[src/rtl/irc_pkg.sv]
package irc_pkg;
  typedef struct packed {
    logic [15:0] high;
    logic [15:0] low;
  } sym_t;

  typedef enum logic [1:0] {ST_IDLE, ST_LOW, ST_HIGH} meas_st_t;

  localparam logic [3:0] A_ENABLE = 4'h0;
  localparam logic [3:0] A_GO     = 4'h1;
  localparam logic [3:0] A_BUSY   = 4'h2;
  localparam logic [3:0] A_CFG    = 4'h3;
  localparam logic [3:0] A_MASK   = 4'h4;
  localparam logic [3:0] A_STAT   = 4'h5;
  localparam logic [3:0] A_CLR    = 4'h6;
  localparam logic [3:0] A_FILL   = 4'h7;
  localparam logic [3:0] A_DATA   = 4'h8;

  localparam logic [31:0] CFG_RESET = 32'h3E80_0080;
endpackage

[src/rtl/irc_unit_timer.sv]
module irc_unit_timer #(
  parameter int DIV_W     = 7,
  parameter int SUB_UNITS = 10
) (
  input  logic             clk,
  input  logic             rst_n,
  input  logic             restart_i,
  input  logic [DIV_W-1:0] div_i,
  output logic             tick_o
);
  localparam int SUB_W = $clog2(SUB_UNITS);
  localparam logic [SUB_W-1:0] SUB_LAST = SUB_W'(SUB_UNITS - 1);

  logic [DIV_W-1:0] cyc_q, cyc_d;
  logic [SUB_W-1:0] sub_q, sub_d;
  logic             us_end;

  always_comb begin
    us_end = (cyc_q >= div_i);
    tick_o = us_end && (sub_q == SUB_LAST);
    cyc_d  = cyc_q;
    sub_d  = sub_q;
    if (restart_i) begin
      cyc_d = '0;
      sub_d = '0;
    end else if (us_end) begin
      cyc_d = '0;
      sub_d = tick_o ? '0 : sub_q + 1'b1;
    end else begin
      cyc_d = cyc_q + 1'b1;
    end
  end

  always_ff @(posedge clk or negedge rst_n) begin
    if (!rst_n) begin
      cyc_q <= '0;
      sub_q <= '0;
    end else begin
      cyc_q <= cyc_d;
      sub_q <= sub_d;
    end
  end
endmodule

[src/rtl/irc_edge_meas.sv]
module irc_edge_meas
  import irc_pkg::*;
#(
  parameter int WID_W = 16
) (
  input  logic             clk,
  input  logic             rst_n,
  input  logic             ir_i,
  input  logic             run_i,
  input  logic             tick_i,
  input  logic [WID_W-1:0] max_w_i,
  output logic             restart_o,
  output logic             push_o,
  output sym_t             word_o,
  output logic             timeout_o,
  output logic             busy_o
);
  localparam logic [WID_W-1:0] SAT = '1;

  logic [2:0]       sync_q;
  logic             filt_q, prev_q;
  logic             fall, rise;
  meas_st_t         st_q, st_d;
  logic [WID_W-1:0] low_q, low_d, high_q, high_d, high_inc;
  logic [WID_W:0]   sum_inc;

  always_ff @(posedge clk or negedge rst_n) begin
    if (!rst_n) begin
      sync_q <= '1;
      filt_q <= 1'b1;
      prev_q <= 1'b1;
    end else begin
      sync_q <= {sync_q[1:0], ir_i};
      if (sync_q[1] == sync_q[2]) filt_q <= sync_q[2];
      prev_q <= filt_q;
    end
  end

  assign fall      = prev_q & ~filt_q;
  assign rise      = ~prev_q & filt_q;
  assign restart_o = fall | rise;
  assign busy_o    = (st_q != ST_IDLE);

  always_comb begin
    high_inc  = (high_q == SAT) ? SAT : high_q + 1'b1;
    sum_inc   = {1'b0, low_q} + {1'b0, high_inc};
    st_d      = st_q;
    low_d     = low_q;
    high_d    = high_q;
    push_o    = 1'b0;
    timeout_o = 1'b0;
    word_o    = '{high: high_q, low: low_q};
    if (!run_i) begin
      st_d = ST_IDLE;
    end else begin
      case (st_q)
        ST_IDLE: if (fall) begin
          st_d   = ST_LOW;
          low_d  = '0;
          high_d = '0;
        end
        ST_LOW: begin
          if (rise) begin
            st_d   = ST_HIGH;
            high_d = '0;
          end else if (tick_i && low_q != SAT) begin
            low_d = low_q + 1'b1;
          end
        end
        ST_HIGH: begin
          if (fall) begin
            push_o = 1'b1;
            st_d   = ST_LOW;
            low_d  = '0;
            high_d = '0;
          end else if (tick_i) begin
            high_d = high_inc;
            if (sum_inc >= {1'b0, max_w_i}) begin
              push_o    = 1'b1;
              timeout_o = 1'b1;
              word_o    = '{high: high_inc, low: low_q};
              st_d      = ST_IDLE;
            end
          end
        end
        default: st_d = ST_IDLE;
      endcase
    end
  end

  always_ff @(posedge clk or negedge rst_n) begin
    if (!rst_n) begin
      st_q   <= ST_IDLE;
      low_q  <= '0;
      high_q <= '0;
    end else begin
      st_q   <= st_d;
      low_q  <= low_d;
      high_q <= high_d;
    end
  end

  p_timeout_idle_r5: assert property (@(posedge clk) disable iff (!rst_n)
    timeout_o |=> (st_q == ST_IDLE));
  p_timeout_sum_r5: assert property (@(posedge clk) disable iff (!rst_n)
    (timeout_o && high_q != SAT) |->
      ({1'b0, word_o.low} + {1'b0, word_o.high} == {1'b0, max_w_i}));
endmodule

[src/rtl/irc_sym_fifo.sv]
module irc_sym_fifo
  import irc_pkg::*;
#(
  parameter int DEPTH = 16
) (
  input  logic                       clk,
  input  logic                       rst_n,
  input  logic                       push_i,
  input  sym_t                       wdata_i,
  input  logic                       pop_i,
  output sym_t                       rdata_o,
  output logic [$clog2(DEPTH+1)-1:0] count_o,
  output logic                       full_o,
  output logic                       empty_o
);
  localparam int PTR_W = $clog2(DEPTH);
  localparam int CNT_W = $clog2(DEPTH + 1);

  sym_t             mem [DEPTH];
  logic [PTR_W-1:0] wp_q, rp_q;
  logic [CNT_W-1:0] count_q;
  logic             do_push, do_pop;

  assign full_o  = (count_q == CNT_W'(DEPTH));
  assign empty_o = (count_q == '0);
  assign do_push = push_i && !full_o;
  assign do_pop  = pop_i && !empty_o;
  assign rdata_o = empty_o ? '0 : mem[rp_q];
  assign count_o = count_q;

  always_ff @(posedge clk) begin
    if (do_push) mem[wp_q] <= wdata_i;
  end

  always_ff @(posedge clk or negedge rst_n) begin
    if (!rst_n) begin
      wp_q    <= '0;
      rp_q    <= '0;
      count_q <= '0;
    end else begin
      if (do_push) wp_q <= wp_q + 1'b1;
      if (do_pop)  rp_q <= rp_q + 1'b1;
      count_q <= count_q + CNT_W'(do_push) - CNT_W'(do_pop);
    end
  end

  p_full_keeps_r8: assert property (@(posedge clk) disable iff (!rst_n)
    (push_i && full_o && !pop_i) |=> (count_q == $past(count_q)));
  p_fill_bound_r6: assert property (@(posedge clk) disable iff (!rst_n)
    count_q <= CNT_W'(DEPTH));
endmodule

[src/rtl/irc_capture.sv]
module irc_capture
  import irc_pkg::*;
#(
  parameter int DEPTH = 16
) (
  input  logic        clk,
  input  logic        rst_n,
  input  logic        ir_in,
  input  logic        reg_wr,
  input  logic        reg_rd,
  input  logic [5:0]  reg_addr,
  input  logic [31:0] reg_wdata,
  output logic [31:0] reg_rdata,
  output logic        irq_o
);
  localparam int CNT_W = $clog2(DEPTH + 1);

  logic [1:0]       rs_q;
  logic             rst_s;
  logic [3:0]       widx;
  logic             en_q, en_d, run_q, run_d;
  logic [31:0]      cfg_q, cfg_d;
  logic [2:0]       mask_q, mask_d, st_q, st_d, st_vis;
  logic             tick, restart, push, timeout, busy, pop;
  logic             full, empty;
  sym_t             in_word, head;
  logic [CNT_W-1:0] fill;

  always_ff @(posedge clk or negedge rst_n) begin
    if (!rst_n) rs_q <= '0;
    else        rs_q <= {rs_q[0], 1'b1};
  end
  assign rst_s = rs_q[1];
  assign widx  = reg_addr[5:2];
  assign pop   = reg_rd && (widx == A_DATA);

  irc_unit_timer #(.DIV_W(7), .SUB_UNITS(10)) u_timer (
    .clk(clk), .rst_n(rst_s), .restart_i(restart), .div_i(cfg_q[6:0]),
    .tick_o(tick));

  irc_edge_meas #(.WID_W(16)) u_meas (
    .clk(clk), .rst_n(rst_s), .ir_i(ir_in), .run_i(run_q), .tick_i(tick),
    .max_w_i(cfg_q[31:16]), .restart_o(restart), .push_o(push),
    .word_o(in_word), .timeout_o(timeout), .busy_o(busy));

  irc_sym_fifo #(.DEPTH(DEPTH)) u_fifo (
    .clk(clk), .rst_n(rst_s), .push_i(push), .wdata_i(in_word), .pop_i(pop),
    .rdata_o(head), .count_o(fill), .full_o(full), .empty_o(empty));

  always_comb begin
    en_d   = en_q;
    run_d  = run_q;
    cfg_d  = cfg_q;
    mask_d = mask_q;
    st_d   = st_q;
    if (reg_wr) begin
      case (widx)
        A_ENABLE: begin
          en_d = reg_wdata[0];
          if (!reg_wdata[0]) run_d = 1'b0;
        end
        A_GO:   if (en_q) run_d = 1'b1;
        A_CFG:  cfg_d = reg_wdata;
        A_MASK: mask_d = reg_wdata[10:8];
        A_CLR:  st_d = st_q & ~reg_wdata[18:16];
        default: ;
      endcase
    end
    if ({26'd0, fill} >= {1'b0, cfg_q[13:8]} + 7'd1) st_d[0] = 1'b1;
    if (timeout)       st_d[1] = 1'b1;
    if (push && full)  st_d[2] = 1'b1;
  end

  always_ff @(posedge clk or negedge rst_s) begin
    if (!rst_s) begin
      en_q   <= 1'b0;
      run_q  <= 1'b0;
      cfg_q  <= CFG_RESET;
      mask_q <= '0;
      st_q   <= '0;
    end else begin
      en_q   <= en_d;
      run_q  <= run_d;
      cfg_q  <= cfg_d;
      mask_q <= mask_d;
      st_q   <= st_d;
    end
  end

  assign st_vis = st_q & ~mask_q;
  assign irq_o  = |st_vis;

  always_comb begin
    reg_rdata = '0;
    case (widx)
      A_ENABLE: reg_rdata = {31'd0, en_q};
      A_BUSY:   reg_rdata = {31'd0, busy};
      A_CFG:    reg_rdata = cfg_q;
      A_MASK:   reg_rdata = {21'd0, mask_q, 8'd0};
      A_STAT:   reg_rdata = {5'd0, st_vis, 13'd0, st_q, 8'd0};
      A_FILL:   reg_rdata = {{(32-CNT_W){1'b0}}, fill};
      A_DATA:   reg_rdata = head;
      default:  reg_rdata = '0;
    endcase
  end

  p_ovf_needs_full_r8: assert property (@(posedge clk) disable iff (!rst_s)
    $rose(st_q[2]) |-> $past(full));
  p_irq_masked_r10: assert property (@(posedge clk) disable iff (!rst_s)
    (mask_q == 3'b111) |-> !irq_o);
  p_clear_ovf_r9: assert property (@(posedge clk) disable iff (!rst_s)
    (reg_wr && widx == A_CLR && reg_wdata[18] && !(push && full)) |=> !st_q[2]);
  p_no_capture_idle_r3: assert property (@(posedge clk) disable iff (!rst_s)
    !run_q |-> !push);
endmodule

[config.mk]
export PLATFORM = sky130hd
export DESIGN_NAME = irc_capture
export DESIGN_NICKNAME = d
export VERILOG_FILES = /design/src/rtl/irc_pkg.sv /design/src/rtl/irc_unit_timer.sv /design/src/rtl/irc_edge_meas.sv /design/src/rtl/irc_sym_fifo.sv /design/src/rtl/irc_capture.sv
export SDC_FILE = /design/constraint.sdc
export NUM_CORES = 1
export LEC_CHECK = 0
export BUFFER_PORTS_ARGS = -buffer_cell sky130_fd_sc_hd__buf_2
export CAP_MARGIN = 25
export CORE_MARGIN = 4
export CORE_UTILIZATION = 52
export CTS_BUF_LIST = sky130_fd_sc_hd__clkbuf_4 sky130_fd_sc_hd__clkbuf_8
export DETAILED_ROUTE_END_ITERATION = 16
export PLACE_DENSITY = 0.68
export SLEW_MARGIN = 20
export SYNTH_ARGS = -nofsm -noshare
export SYNTH_HDL_FRONTEND = slang
export SYNTH_HIERARCHICAL = 1
export SYNTH_SLANG_ARGS = --single-unit
[constraint.sdc]
create_clock -name clk -period 8.7 [get_ports clk]
set_input_delay 1.74 -clock clk [delete_from_list [all_inputs] [get_ports clk]]
set_output_delay 1.74 -clock clk [all_outputs]
set_load 0.05 [all_outputs]
==> results.json <==
{
  "fin_crit_sh": 0.877,
  "rows": 83,
  "post_cts_buffers": 0,
  "gp_congestion": 0.828,
  "core_um2": 51200,
  "clock-root-buffer": "clkbuf_8",
  "max-vdd-ir-drop_mv": 0.201,
  "finalHoldViolCount": 0,
  "avgSynthCellArea_um2": 17.1,
  "drive_gt1_frac": 0.275,
  "cp_max_fo": 32,
  "dr_total_vias": 14700,
  "cts_hold_buf": 0,
  "p_per_area_nw_per_um2": 252,
  "met2_usage": 0.345,
  "path_class": "flop to flop",
  "grt_pass1_wl_um": 90400,
  "die_y_um": 235,
  "fillers": 3811,
  "cts_tree": "done",
  "start_util": 0.525,
  "clock-sinks": 617,
  "worstPathArrival_ns": 7.90,
  "gr-usage-all-layers": 0.214,
  "skew_ns": 0.0535,
  "met3_usage": 0.0411,
  "die_area_um2": 55400,
  "die_x_um": 235,
  "grt_pass1_vias": 14700,
  "io_pins": 76,
  "wl_um": 59800,
  "layout_setup_ws_ns": 1.07,
  "cp.required_ns": 8.97,
  "stdcell_count": 2457,
  "htreeDepth": 3,
  "numCtsBuffers": 98,
  "dpl_worst_slack_ns": 1.18,
  "grt_max_degree": 93,
  "clockBufferDepth": 3,
  "insertion_delay_ns": 0.71,
  "p_leak_nw": 11.1,
  "grt_util_met1": 0.293,
  "placed_cells": 2279,
  "drt-initial-drc-count": 1287,
  "hold_path_class": "flop to asynchronous set/reset pin",
  "fin_nets": 1811,
  "status": "finished, final reports clean",
  "slew_viol_final": 0,
  "portBuffers": 73,
  "drtAntennaViolNets": 0,
  "dp_hpwl_um": 36300,
  "drt_drc_violations_left": 0,
  "antenna_found_initial": 0,
  "clk_pin_slew_worst_paths_ns": 0.06,
  "viasPerCell": 5.97,
  "areaGrowthSynthToFinish_pct": 11.8,
  "synth_nets": 1684,
  "endpoint_kind": "flop",
  "finalSetupViolCount": 0,
  "yosys_warnings": 6,
  "syn_inst": 1575,
  "fmax_mhz": 131,
  "relSlewSlack": 0.256,
  "max_cap_violations": 0,
  "syn_area_um2": 26900,
  "worst_pin_slew_ns": 1.12,
  "rrSetupSlack_ns": 1.07,
  "fin_crit_ns": 7.63,
  "cts_resized": 0,
  "rsz0062_at_grt": "no",
  "drt-pass1-iter-count": 5,
  "grt_overflow": 0,
  "tns_ns": 0,
  "diodes": 0,
  "avgRoutedWirePerCell_um": 24.3,
  "busiest_layer": "met2",
  "cp-start-kind": "flop"
}
[worst max-delay path, stage by stage, from the launching register on]
cell and delay, ns:
dfrtp_1 0.45, and4_1 0.39, nand4_1 0.25, or3_1 0.63, nand2_1 0.23, ha_1 0.24, fa_1 0.26, a211oi_1 0.09
o21ai_0 0.36, nor2_1 0.12, o21ai_0 0.36, a31oi_1 0.19, o311ai_0 0.40, ha_1 0.22, o21a_1 0.12, o21ai_0 0.08
a21o_1 0.17, a31oi_1 0.33, o21ai_0 0.23, a21oi_1 0.38, inv_1 0.15, nor4_1 0.50, and2_2 0.96
[metrics by stage]
| step | power (mW) | util | hold slack (ns) | cell area (um2) |
|---|---|---|---|---|
| 2_1_floorplan | 4.71 | - | 0.331 | 26900 |
| 3_3_place_gp | 5.15 | 0.546 | 0.309 | 28000 |
| 3_5_place_dp | 5.17 | 0.546 | 0.319 | 28000 |
| 4_1_cts | 7.66 | 0.585 | 0.320 | 30000 |
| 5_1_grt | 7.93 | 0.587 | 0.339 | 30000 |
| 6_report | 7.58 | 0.587 | 0.295 | 30000 |
[per-layer routing]
layer  wire, um  vias up
met5          0        -
met2      29300      514
met4       2340        0
met1      24300     7586
li1           -     6453
met3       3900      121
[state kept, by name, indices dropped and copies added, names as in the netlist, 4 cells and up]
register        count
u_fifo/mem        512
cfg_q              32
u_meas/low_q       16
u_timer/sub_q       4
u_fifo/count_o      5
u_meas/high_q      16
u_timer/cyc_q       7
u_fifo/wp_q         4
u_fifo/rp_q         4
[cell type report]
type                    count  area [um2]  area share
flip-flops and latches    617       18000       0.600
well taps                 680         851      0.0283
repair buffers            102         661      0.0220
multi-input cells         786        8140       0.271
clock inverters            30         239     0.00795
inverters                  97         364      0.0121
clock buffers             145        1760      0.0585
[placed cells by master (no fill, tap or decap), drive strengths merged, types with 21 or more instances in the layout]
cell / instances
a21oi: 24
a22o: 40
buf: 102
clkbuf: 145
clkinv: 23
dfrtp: 93
edfxtp: 512
ha: 64
inv: 101
mux2: 53
mux2i: 37
mux4: 128
nand2: 67
nand3: 65
nor2: 54
o21ai: 21
o221ai: 33
xnor2: 21
xor2: 32
[power breakdown]
group / leakage [nW] / internal, mW / total [mW] / switching [mW]
combinational: 4.00 / 0.722 / 1.59 / 0.868
sequential: 6.08 / 3.30 / 3.51 / 0.207
clock: 1.06 / 1.36 / 2.49 / 1.13
total: 11.1 / 5.38 / 7.58 / 2.20
[path summary, 6_finish.rpt]
path                                  start                 to  cells after the start
max                        u_meas/high_q[2]  u_fifo/mem[6][16]                     22
min                                 rs_q[1]          cfg_q[14]                      0
max reg2reg                u_meas/high_q[2]  u_fifo/mem[6][16]                     22
min reg2reg                         rs_q[1]          cfg_q[14]                      0
max in group asynchronous           rs_q[1]     u_fifo/rp_q[1]                      1
min in group clk                    rs_q[0]            rs_q[1]                      0
(Power assumes the default switching activity.)
